<file path="config.mk">
export PLATFORM = sky130hd
export DESIGN_NAME = dec_in_fifo
export DESIGN_NICKNAME = d
export VERILOG_FILES = /design/src/rtl/dec_in_fifo.sv
export SDC_FILE = /design/constraint.sdc
export NUM_CORES = 1
export LEC_CHECK = 0
export ABC_CLOCK_PERIOD_IN_PS = 4900
export BUFFER_PORTS_ARGS = -buffer_cell sky130_fd_sc_hd__buf_2
export CAP_MARGIN = 30
export CORE_UTILIZATION = 64
export CTS_BUF_LIST = sky130_fd_sc_hd__clkbuf_4 sky130_fd_sc_hd__clkbuf_8 sky130_fd_sc_hd__clkbuf_16
export CTS_CLUSTER_DIAMETER = 60
export DETAILED_ROUTE_END_ITERATION = 10
export MAX_ROUTING_LAYER = met4
export PLACE_DENSITY = 0.92
export SYNTH_ARGS = -nofsm -noshare
export SYNTH_HDL_FRONTEND = slang
export SYNTH_SLANG_ARGS = --single-unit
</file>
<file path="constraint.sdc">
create_clock -name clk -period 4.9 [get_ports clk]
set_clock_uncertainty 0.05 [all_clocks]
set_input_delay 0.49 -clock clk [delete_from_list [all_inputs] [get_ports clk]]
set_output_delay 0.49 -clock clk [all_outputs]
set_load 0.02 [all_outputs]
</file>
<file path="src/rtl/dec_in_fifo.sv">
module dec_in_fifo #(
  parameter int WIDTH    = 16,
  parameter int DEPTH    = 8,
  parameter int NE_LEVEL = 3,
  parameter logic [WIDTH-1:0] FILL = 16'hAAAA
) (
  input  logic                         clk,
  input  logic                         rst_n,
  input  logic                         wr_en,
  input  logic [WIDTH-1:0]             wr_data,
  input  logic                         stat_rd,
  input  logic                         pop,
  input  logic                         ne_irq_en,
  input  logic                         err_irq_en,
  input  logic                         dma_en,
  output logic [WIDTH-1:0]             pop_data,
  output logic [$clog2(DEPTH+1)-1:0]   level,
  output logic                         near_empty,
  output logic                         empty,
  output logic                         ovf_flag,
  output logic                         irq,
  output logic                         dma_req
);
  localparam int AW = $clog2(DEPTH);
  localparam int CW = $clog2(DEPTH+1);
  localparam logic [AW-1:0] LAST = AW'(DEPTH-1);

  logic [WIDTH-1:0] mem [DEPTH];
  logic [AW-1:0]    rd_ptr, wr_ptr;
  logic [CW-1:0]    count;

  wire full    = (count == CW'(DEPTH));
  wire do_wr   = wr_en && !full;
  wire do_rd   = pop && (count != '0);

  assign level      = count;
  assign empty      = (count == '0);
  assign near_empty = (count <= CW'(NE_LEVEL));
  assign irq        = (ne_irq_en && near_empty) || (err_irq_en && empty);

  always_ff @(posedge clk) begin
    if (do_wr) mem[wr_ptr] <= wr_data;
  end

  always_ff @(posedge clk) begin
    if (!rst_n) begin
      rd_ptr   <= '0;
      wr_ptr   <= '0;
      count    <= '0;
      pop_data <= '0;
      ovf_flag <= 1'b0;
      dma_req  <= 1'b0;
    end else begin
      if (do_wr) wr_ptr <= (wr_ptr == LAST) ? '0 : wr_ptr + 1'b1;
      if (do_rd) rd_ptr <= (rd_ptr == LAST) ? '0 : rd_ptr + 1'b1;
      if (pop) pop_data <= do_rd ? mem[rd_ptr] : FILL;
      case ({do_wr, do_rd})
        2'b10:   count <= count + 1'b1;
        2'b01:   count <= count - 1'b1;
        default: count <= count;
      endcase
      if (wr_en && full)  ovf_flag <= 1'b1;
      else if (stat_rd)   ovf_flag <= 1'b0;
      dma_req <= pop && dma_en;
    end
  end

  AST_LEVEL_BOUND: assert property (@(posedge clk) disable iff (!rst_n)
    count <= CW'(DEPTH));
  AST_EMPTY_FLAG: assert property (@(posedge clk) disable iff (!rst_n)
    empty |-> near_empty);
  AST_UNDERRUN_FILL: assert property (@(posedge clk) disable iff (!rst_n)
    (pop && empty) |=> (pop_data == FILL));
  AST_UNDERRUN_HOLD: assert property (@(posedge clk) disable iff (!rst_n)
    (pop && empty && !wr_en) |=> empty);
  AST_FULL_DROP: assert property (@(posedge clk) disable iff (!rst_n)
    (wr_en && full && !pop) |=> (full && ovf_flag));
  AST_OVF_CLEAR: assert property (@(posedge clk) disable iff (!rst_n)
    (stat_rd && !(wr_en && full)) |=> !ovf_flag);
  AST_DMA_PULSE: assert property (@(posedge clk) disable iff (!rst_n)
    (pop && dma_en) |=> dma_req);
  AST_DMA_QUIET: assert property (@(posedge clk) disable iff (!rst_n)
    !(pop && dma_en) |=> !dma_req);
endmodule

</file>
==> results.toml, run 1 <==
[clock_tree]
cts_buffer_depth = 2
clkTransAtPathRegs_ps = 70
post-cts-setup-buffers = 0
cts_hold_buf = 0
root_buffer = "clkbuf_8"
cts_tree = "built"
cts.sinks = 159
clk_latency_ps = 520
h-tree-depth = 4
cts_resized = 0
numCtsBuffers = 17

[placed_design]
hpwl_microns = 7340
port_buffers = 48
gp_congestion = 0.798

[timing]
tightest_slew_ps = 983
slew_headroom = 0.343
hold_viol_final = 0
slew_viol_final = 0
finalCritPeriodShare = 0.601
max_freq_mhz = 339
finalSetupViolCount = 0
whs_ps = 185
setup-tns-final_ps = 0
fin_crit_ps = 2950
grt_setup_unrepaired = "no"

[synthesis]
synth.cell_area_sq_um = 6190
ys.warnings.count = 0
syn_area_per_cell_sq_um = 15.8
synth.distinct_cells = 40
syn_nets = 424
ys_top_cells_by_area = "edfxtp_1 62%, dfxtp_1 10%, mux2_2 5.8%"
ys_ff_latch = 159
synth_most_common_cell = "edfxtp_1"
synthArstFlopShare = 0
yosysTopAreaCell = "edfxtp_1"
synth_edf_count = 128
ys_seq_area_frac = 0.721
synthFlopType = "edfxtp_1"
synth_top_area_share = 0.620
yosys-top-cells-count = "128 x edfxtp_1, 35 x mux2i_1, 33 x o22ai_1"
netlist_instances = 393

[global_routing]
antenna_found_initial = 0
grt.total_usage = 0.271
grt_start_max_net_pins = 38
grt_pass1_wl_microns = 18700
gr-total-overflow = 0
grt_pass1_vias = 3565

[critical_path]
worstSetupPathType = "reg2reg"
max_stage_delay_ps = 510
arrival_ps = 3350
cpLargestDelayFamily = "simple AND/OR/NAND/NOR gates"
start_kind = "register"
cp.required_ps = 5300
r2r_setup_slack_ps = 1950
cp_cell_sequence = "nor4b_1, nand2b_1, ha_1, xor2_1, ha_1, a21oi_1, xor2_1, or3_1, a21boi_0"
cp_max_fo = 11
rr_worst_depth = 9
r2r-end = "level[2]"
slowest_stage = "nand2b_1"
r2r_start = "level[1]"
crit_buf_inv = 0
crit_path_end_kind = "register"

[layout]
drive_gt1_frac = 0.289
diodes = 0
nets = 478
syn2layout_area_growth_pct = 15.2

[detailed_routing]
vias = 3496
drc = 0
first_iter_violations = 301
ant_nets = 0
vias_per_cell = 5.94
post_drt_wl_per_cell_microns = 20.8
routed_wl_microns = 12300
dr.pass1.iters = 4

[die]
rows = 35
pin_count = 49
initial_core_util = 0.664
die_y_microns = 100
coreArea_sq_um = 9330
die_w_microns = 100
die_area_sq_um = 10100

[job]
drv_cap = 0

[min_path]
holdPathStages = 1
hp-start = "wr_data[2]"
whs_endpoint = "mem[0][2]"
hold_path_class = "in2reg"

[pwr]
peakVddDrop_mv = 0.331
p_per_area_nw_per_um2 = 508
leakage_uw = 0.00247

[outcome]
status = "complete, no violations"
[report_power, final]
part / internal (uW) / total, uW / switching, uW
logic: 329 / 742 / 412
registers: 1560 / 1670 / 107
clock network: 679 / 1210 / 534
[layout by cell type, fill, tap and decap left out, types with 8 or more instances in the layout]
| cell | count |
|---|---|
| clkbuf_16 | 16 |
| buf_4 | 8 |
| buf_2 | 48 |
| o21ai_0 | 10 |
| o22ai_1 | 33 |
| nor2_1 | 14 |
| mux2_2 | 32 |
| mux2i_1 | 35 |
| edfxtp_1 | 128 |
| nor3_1 | 9 |
| dfxtp_1 | 30 |
| o31ai_1 | 8 |
| nand2_1 | 17 |
[layer usage]
metal  global-route usage  part of all wire  wire length [microns]  vias up
met3               0.0710             0.084                   1030       22
met2                0.430              0.51                   6290      152
li1                     -                 -                      -     1622
met1                0.324              0.39                   4740     1700
met4                0.137             0.018                    216        0
met5                    -                 0                      0        -
[worst max path at each step]
stage	from	endpoint	slack, ps	cells past startpoint
final	level[1]	level[2]	1950	9
after global routing	level[1]	level[2]	1740	9
after CTS	level[1]	level[2]	1970	9
after detailed placement	level[1]	level[2]	1990	9
after global placement	level[1]	level[2]	2160	9
after floorplan	level[2]	mem[0][0]	1880	5
[final cells by class]
| class | count | area (sq um) |
|---|---|---|
| inverters | 2 | 7.51 |
| fillers | 544 | 2190 |
| flip-flops and latches | 159 | 4470 |
| repair buffers | 57 | 315 |
| clock inverters | 15 | 139 |
| well taps | 129 | 161 |
| clock buffers | 17 | 414 |
| multi-input cells | 210 | 1630 |
[state kept, by name, summed over array words and instances, names as in the netlist, named ones only]
name	cells
ovf_flag	1
rd_ptr	3
wr_ptr	3
dma_req	1
level	4
mem	128
pop_data	16
[kinds of logic (layout without fill, tap and decap cells)]
kind of cell	Yosys count	count (layout)	share of synthesized area
DFF	159	159	0.721
and+or+nand+nor	72	72	0.0604
muxes	67	67	0.115
AOI/OAI and AO/OA	61	61	0.0636
buffers and inverters	24	91	0.0222
adders and majority gates	7	7	0.0141
xor gates and xnor gates	3	3	0.00424
[worst reg2reg max path: stages (launching register included)]
cell	delay, ps
dfxtp_1	400
nor4b_1	460
nand2b_1	510
ha_1	370
xor2_1	100
ha_1	200
a21oi_1	190
xor2_1	120
or3_1	310
a21boi_0	170
[metrics by stage]
step	area (sq um)	cells	worst slack, ps	utilization	power, uW
after floorplan	6190	393	1880	-	2250
after global placement	6560	555	2160	0.703	2390
after detailed placement	6580	557	1990	0.706	2430
after CTS	7130	589	1970	0.765	3640
after global routing	7130	589	1740	0.765	3760
final	7130	589	1950	0.765	3620
(Power assumes the default switching activity.)
==> run 2, diff against run 1 <==
==> config.mk (replaced) <==
export PLATFORM = sky130hd
export DESIGN_NAME = dec_in_fifo
export DESIGN_NICKNAME = d
export VERILOG_FILES = /design/src/rtl/dec_in_fifo.sv
export SDC_FILE = /design/constraint.sdc
export NUM_CORES = 1
export LEC_CHECK = 0
export ABC_AREA = 1
export ABC_CLOCK_PERIOD_IN_PS = 2600
export BUFFER_PORTS_ARGS = -buffer_cell sky130_fd_sc_hd__buf_2
export CAP_MARGIN = 30
export CORE_UTILIZATION = 54
export CTS_BUF_LIST = sky130_fd_sc_hd__clkbuf_4 sky130_fd_sc_hd__clkbuf_8 sky130_fd_sc_hd__clkbuf_16
export CTS_CLUSTER_DIAMETER = 60
export DETAILED_ROUTE_END_ITERATION = 10
export MAX_ROUTING_LAYER = met4
export PLACE_DENSITY = 0.84
export SYNTH_ARGS = -nofsm -noshare
export SYNTH_HDL_FRONTEND = slang
export SYNTH_SLANG_ARGS = --single-unit
==> constraint.sdc (replaced) <==
create_clock -name clk -period 2.6 [get_ports clk]
set_clock_uncertainty 0.05 [all_clocks]
set_input_delay 0.26 -clock clk [delete_from_list [all_inputs] [get_ports clk]]
set_output_delay 0.26 -clock clk [all_outputs]
set_load 0.02 [all_outputs]
==> run 2 against run 1 <==
The flow now finishes with violations (design-rule violations). Synthesized cell count increased by 59%. Sequential cell count unchanged. Register-to-register slack got worse by 1500 ps. Fmax increased by 36%. Clock-buffer cell count increased by 3. Wire length increased by 16%. Sequential power increased by 90%. Hold slack got worse by 160 ps. Final area increased by 6.4%. Total power increased by 110%. Critical path type unchanged.
==> results.toml, run 2 <==
[outcome]
status = "complete, but fails checks"
violations = "design-rule violations"

[critical_path]
cp.required_ps = 2860
cp_max_fo = 8
crit_path_end_kind = "register"
r2r_setup_slack_ps = 430
r2r_start = "level[0]"
r2r-end = "level[2]"
rr_worst_depth = 12
arrival_ps = 2430
start_kind = "register"
worstSetupPathType = "reg2reg"

[global_routing]
grt_start_max_net_pins = 65
grtUsageMet3 = 0.0529
grt.total_usage = 0.249
antenna_found_initial = 0
busiest_layer = "met2"
grtUsageMet1 = 0.284
grt_pass1_wl_microns = 22400
gr-total-overflow = 0
grt_use_met2 = 0.412
grt_pass1_vias = 4544

[timing]
fin_crit_ps = 2170
worst_slack_ps = 426
slew_viol_final = 0
whs_ps = 24.7
grt_setup_unrepaired = "no"
max_freq_mhz = 460
setup-tns-final_ps = 0
finalSetupViolCount = 0
tightest_slew_ps = 799
hold_viol_final = 0
finalCritPeriodShare = 0.836
slew_headroom = 0.466

[synthesis]
yosys-top-cells-count = "174 x nand2_1, 128 x edfxtp_1, 109 x nand3_1"
ys_top_cells_by_area = "edfxtp_1 59%, nand2_1 10%, dfxtp_1 9.5%"
synthArstFlopShare = 0
syn_nets = 655
yosysTopAreaCell = "edfxtp_1"
netlist_instances = 624
syn_area_per_cell_sq_um = 10.5
synth.cell_area_sq_um = 6550
ys_ff_latch = 159
synth_edf_count = 128
synth_most_common_cell = "nand2_1"
synthFlopType = "edfxtp_1"
ys_seq_area_frac = 0.682
ys.warnings.count = 0
synth.distinct_cells = 25
synth_top_area_share = 0.587

[clock_tree]
h-tree-depth = 4
cts_hold_buf = 0
post-cts-setup-buffers = 0
cts.sinks = 159
clkTransAtPathRegs_ps = 60
cts_tree = "built"
numCtsBuffers = 17
root_buffer = "clkbuf_16"
cts_resized = 0
cts_buffer_depth = 2
clk_latency_ps = 420

[detailed_routing]
drc = 4
vias = 4594
vias_per_cell = 5.49
post_drt_wl_per_cell_microns = 17.1
first_iter_violations = 361
dr.pass1.iters = 8
routed_wl_microns = 14300
ant_nets = 0

[layout]
nets = 712
drive_gt1_frac = 0.154
largest_register = "mem"
syn2layout_area_growth_pct = 16.0
post-route-cell-area_sq_um = 7590
diodes = 0
final_util = 0.654
largest_register_ffs = 128
mostFrequentLayoutCells = "174 x nand2_1, 128 x edfxtp_1, 109 x nand3_1"
fillers = 848
final_common_cell = "nand2_1"

[min_path]
whs_endpoint = "dma_req"
hp-start = "dma_en"
hold_path_class = "in2reg"
holdPathStages = 3

[pwr]
leakage_uw = 0.00322
peakVddDrop_mv = 0.609
p_per_area_nw_per_um2 = 1020

[die]
die_y_microns = 112
die_w_microns = 112
pin_count = 49
initial_core_util = 0.564
coreArea_sq_um = 11600
die_area_sq_um = 12600
rows = 39

[placed_design]
gp_congestion = 0.794
hpwl_microns = 8480
place_ws_ps = 457
port_buffers = 48
placement.cell_area_sq_um = 6950

[job]
drv_cap = 0
[run 2: final cells by class]
| class | instances | area, sq um | share of cell area |
|---|---|---|---|
| Sequential cell | 159 | 4470 | 0.588 |
| Multi-Input combinational cell | 362 | 1650 | 0.217 |
| Clock inverter | 12 | 184 | 0.0242 |
| Timing Repair Buffer | 66 | 375 | 0.0494 |
| Clock buffer | 20 | 460 | 0.0606 |
| Tap cell | 143 | 179 | 0.0236 |
| Inverter | 75 | 282 | 0.0371 |
[run 2: power by group]
group / switching, uW / internal, uW / total [uW]
Combinational: 1340 / 609 / 1950
Clock: 975 / 1670 / 2650
Sequential: 148 / 3020 / 3170
[run 2: how the worst max path moves through the flow]
| stage | cells after the start | slack (ps) | end | start |
|---|---|---|---|---|
| after floorplan | 14 | 370 | level[2] | level[3] |
| after global placement | 11 | 670 | level[3] | pop |
| after detailed placement | 12 | 460 | level[2] | level[0] |
| after CTS | 12 | 450 | level[2] | level[0] |
| after global routing | 12 | 240 | level[2] | level[0] |
| final | 12 | 430 | level[2] | level[0] |
[run 2: routing by layer]
| metal | up-vias | wire (microns) |
|---|---|---|
| met5 | - | 0 |
| met4 | 0 | 395 |
| met1 | 2160 | 5350 |
| li1 | 2181 | - |
| met3 | 39 | 1110 |
| met2 | 214 | 7430 |
[run 2: stage by stage]
step	total power [uW]	std cells
after floorplan	4580	624
after global placement	5020	805
after detailed placement	5140	805
after CTS	7790	837
after global routing	8130	837
final	7760	837
[run 2: logic make-up (layout without fill, tap and decap cells)]
logic type                 after synthesis  count (layout)  synth area share
buffers and inverters                  103             173            0.0667
and+or+nand+nor                        328             328             0.215
DFF                                    159             159             0.682
AOI/OAI and AO/OA                       25              25            0.0203
xor gates and xnor gates                 2               2           0.00268
adders and majority gates                7               7            0.0134
[run 2: critical path, stage by stage (launching register included)]
cell	delay (ps)
dfxtp_1	380
nor2_4	190
nand3_1	130
nand2_2	160
ha_1	240
nand2_1	70
inv_1	80
nor2_1	60
ha_1	170
a21oi_1	150
xnor2_1	100
o21ai_0	210
inv_1	70
==> run 3, diff against run 2 <==
--- a/config.mk
+++ b/config.mk
@@ -6,7 +6,7 @@
 export NUM_CORES = 1
 export LEC_CHECK = 0
 export ABC_AREA = 1
-export ABC_CLOCK_PERIOD_IN_PS = 2600
+export ABC_CLOCK_PERIOD_IN_PS = 1900
 export BUFFER_PORTS_ARGS = -buffer_cell sky130_fd_sc_hd__buf_2
 export CAP_MARGIN = 30
 export CORE_UTILIZATION = 54
==> constraint.sdc (replaced) <==
create_clock -name clk -period 1.9 [get_ports clk]
set_clock_uncertainty 0.05 [all_clocks]
set_input_delay 0.19 -clock clk [delete_from_list [all_inputs] [get_ports clk]]
set_output_delay 0.19 -clock clk [all_outputs]
set_load 0.02 [all_outputs]
==> run 3 against run 2 <==
The run ends with design-rule violations, negative setup slack left. Utilization rose by 3.5 points. Sequential power rose by 38%. Via count rose by 6.7%. Highest routed layer unchanged. Hold slack got worse by 21 ps. Worst setup slack got worse by 470 ps. Combinational power rose by 57%. Fmax rose by 12%. Critical path type unchanged. Largest power group unchanged. Total power rose by 45%. Clock-buffer cell count fell by 3.
==> results.toml, run 3 (same netlist as run 2, synthesis figures left out) <==
[job]
drv_cap = 0

[die]
initial_core_util = 0.564
coreArea_sq_um = 11600
die_y_microns = 112
die_w_microns = 112
rows = 39
die_area_sq_um = 12600
pin_count = 49

[critical_path]
worstSetupPathType = "reg2reg"
r2r-end = "level[2]"
arrival_ps = 2200
rr_worst_depth = 12
r2r_setup_slack_ps = -40
r2r_start = "level[1]"
endpoint = "level[2]"
crit_path_end_kind = "register"
setup.worst_path.start = "level[1]"
cp.required_ps = 2160
start_kind = "register"
cp_max_fo = 6

[detailed_routing]
post_drt_wl_per_cell_microns = 17.9
first_iter_violations = 367
routed_wl_microns = 15500
vias = 4904
ant_nets = 0
dr.pass1.iters = 8
drc = 5
vias_per_cell = 5.68

[timing]
whs_ps = 3.39
fin_crit_ps = 1940
finalCritPeriodShare = 1.02
tightest_slew_ps = 708
max_freq_mhz = 515
finalSetupViolCount = 1
hold_viol_final = 0
slew_headroom = 0.527
worst_slack_ps = -42.6
slew_viol_final = 0
grt_setup_unrepaired = "yes"

[placed_design]
hpwl_microns = 8960
port_buffers = 48
gp_congestion = 0.903
placement.cell_area_sq_um = 7090
placed_cells = 811

[clock_tree]
root_buffer = "clkbuf_16"
cts_buffer_depth = 2
h-tree-depth = 4
cts.sinks = 159
clk_latency_ps = 420
clkTransAtPathRegs_ps = 60
numCtsBuffers = 17
cts_tree = "built"

[global_routing]
antenna_found_initial = 0
grt.total_usage = 0.265
gr-total-overflow = 0
grt_pass1_vias = 4852
grt_pass1_wl_microns = 23800
grt_start_max_net_pins = 65

[layout]
post-route-cell-area_sq_um = 8000
final_common_cell = "nand2_1"
mostFrequentLayoutCells = "173 x nand2_1, 128 x edfxtp_1, 108 x nand3_1"
largest_register = "mem"
stdcell_count = 863
drive_gt1_frac = 0.189
diodes = 0
final_util = 0.689
nets = 738
largest_register_ffs = 128
syn2layout_area_growth_pct = 22.2

[outcome]
violations = "design-rule violations, negative setup slack"
status = "complete, but fails checks"

[pwr]
peakVddDrop_mv = 0.674
p_per_area_nw_per_um2 = 1410
leakage_uw = 0.00337

[min_path]
hold_path_class = "in2reg"
hp-start = "wr_data[13]"
-- run 3: cell count changes in the layout (fill, tap and decap cells not counted), sizes merged --
cell / delta
buf: +12
bufinv: +2
clkbuf: -3
clkinv: +1
clkinvlp: +1
dlygate4sd3: +14
inv: -1
-- run 3: how the worst min path moves through the flow --
stage,endpoint,slack (ps),depth (start not counted)
after floorplan,mem[0][0],240,0
after global routing,mem[1][13],8,1
after global placement,dma_req,360,3
final,mem[1][13],3,1
after CTS,mem[3][1],1,1
after detailed placement,dma_req,380,3
-- run 3: timing repair --
action / in CTS / in global routing
pin swaps: 1 / 9
hold buffers: 14 / 0
resized for setup: 2 / 15
setup buffers: 1 / 5
hold endpoints to repair: 96 / 0
endpoints found under the setup margin: 1 / 18
-- run 3: final cells by class --
cell class	instances	area, sq um
clock inverters	15	243
inverters	75	284
repair buffers	92	663
flip-flops and latches	159	4480
well taps	143	179
fillers	775	3610
clock buffers	17	425
multi-input cells	362	1730
-- run 3: stage by stage --
stage	setup slack [ps]	setup TNS [ps]	power [uW]
after floorplan	-42.2	-1920	6340
after global placement	98.3	0	6980
after detailed placement	-96.4	-96.4	7160
after CTS	19.2	0	11000
after global routing	-114	-114	11700
final	-42.6	-42.6	11300
-- run 3: routing by layer --
| metal | track usage | wire length [microns] | share of wire |
|---|---|---|---|
| met2 | 0.431 | 7760 | 0.50 |
| met4 | 0.141 | 479 | 0.031 |
| met5 | - | 0 | 0 |
| met3 | 0.0610 | 1420 | 0.092 |
| met1 | 0.309 | 5820 | 0.38 |
-- run 3: power breakdown --
| group | switching, uW | internal (uW) |
|---|---|---|
| clock | 1360 | 2460 |
| sequential | 225 | 4150 |
| combinational | 2000 | 1050 |
-- run 3: worst max-delay path: stages, from the launching register on --
cell     delay [ps]
dfxtp_4         380
nor2_4          180
nand2_2          80
inv_4            80
nor2_8           50
ha_4            170
nor2_4          110
nor2_4           60
ha_2            180
a21oi_2         120
xnor2_1         100
o21ai_1         190
inv_1            80
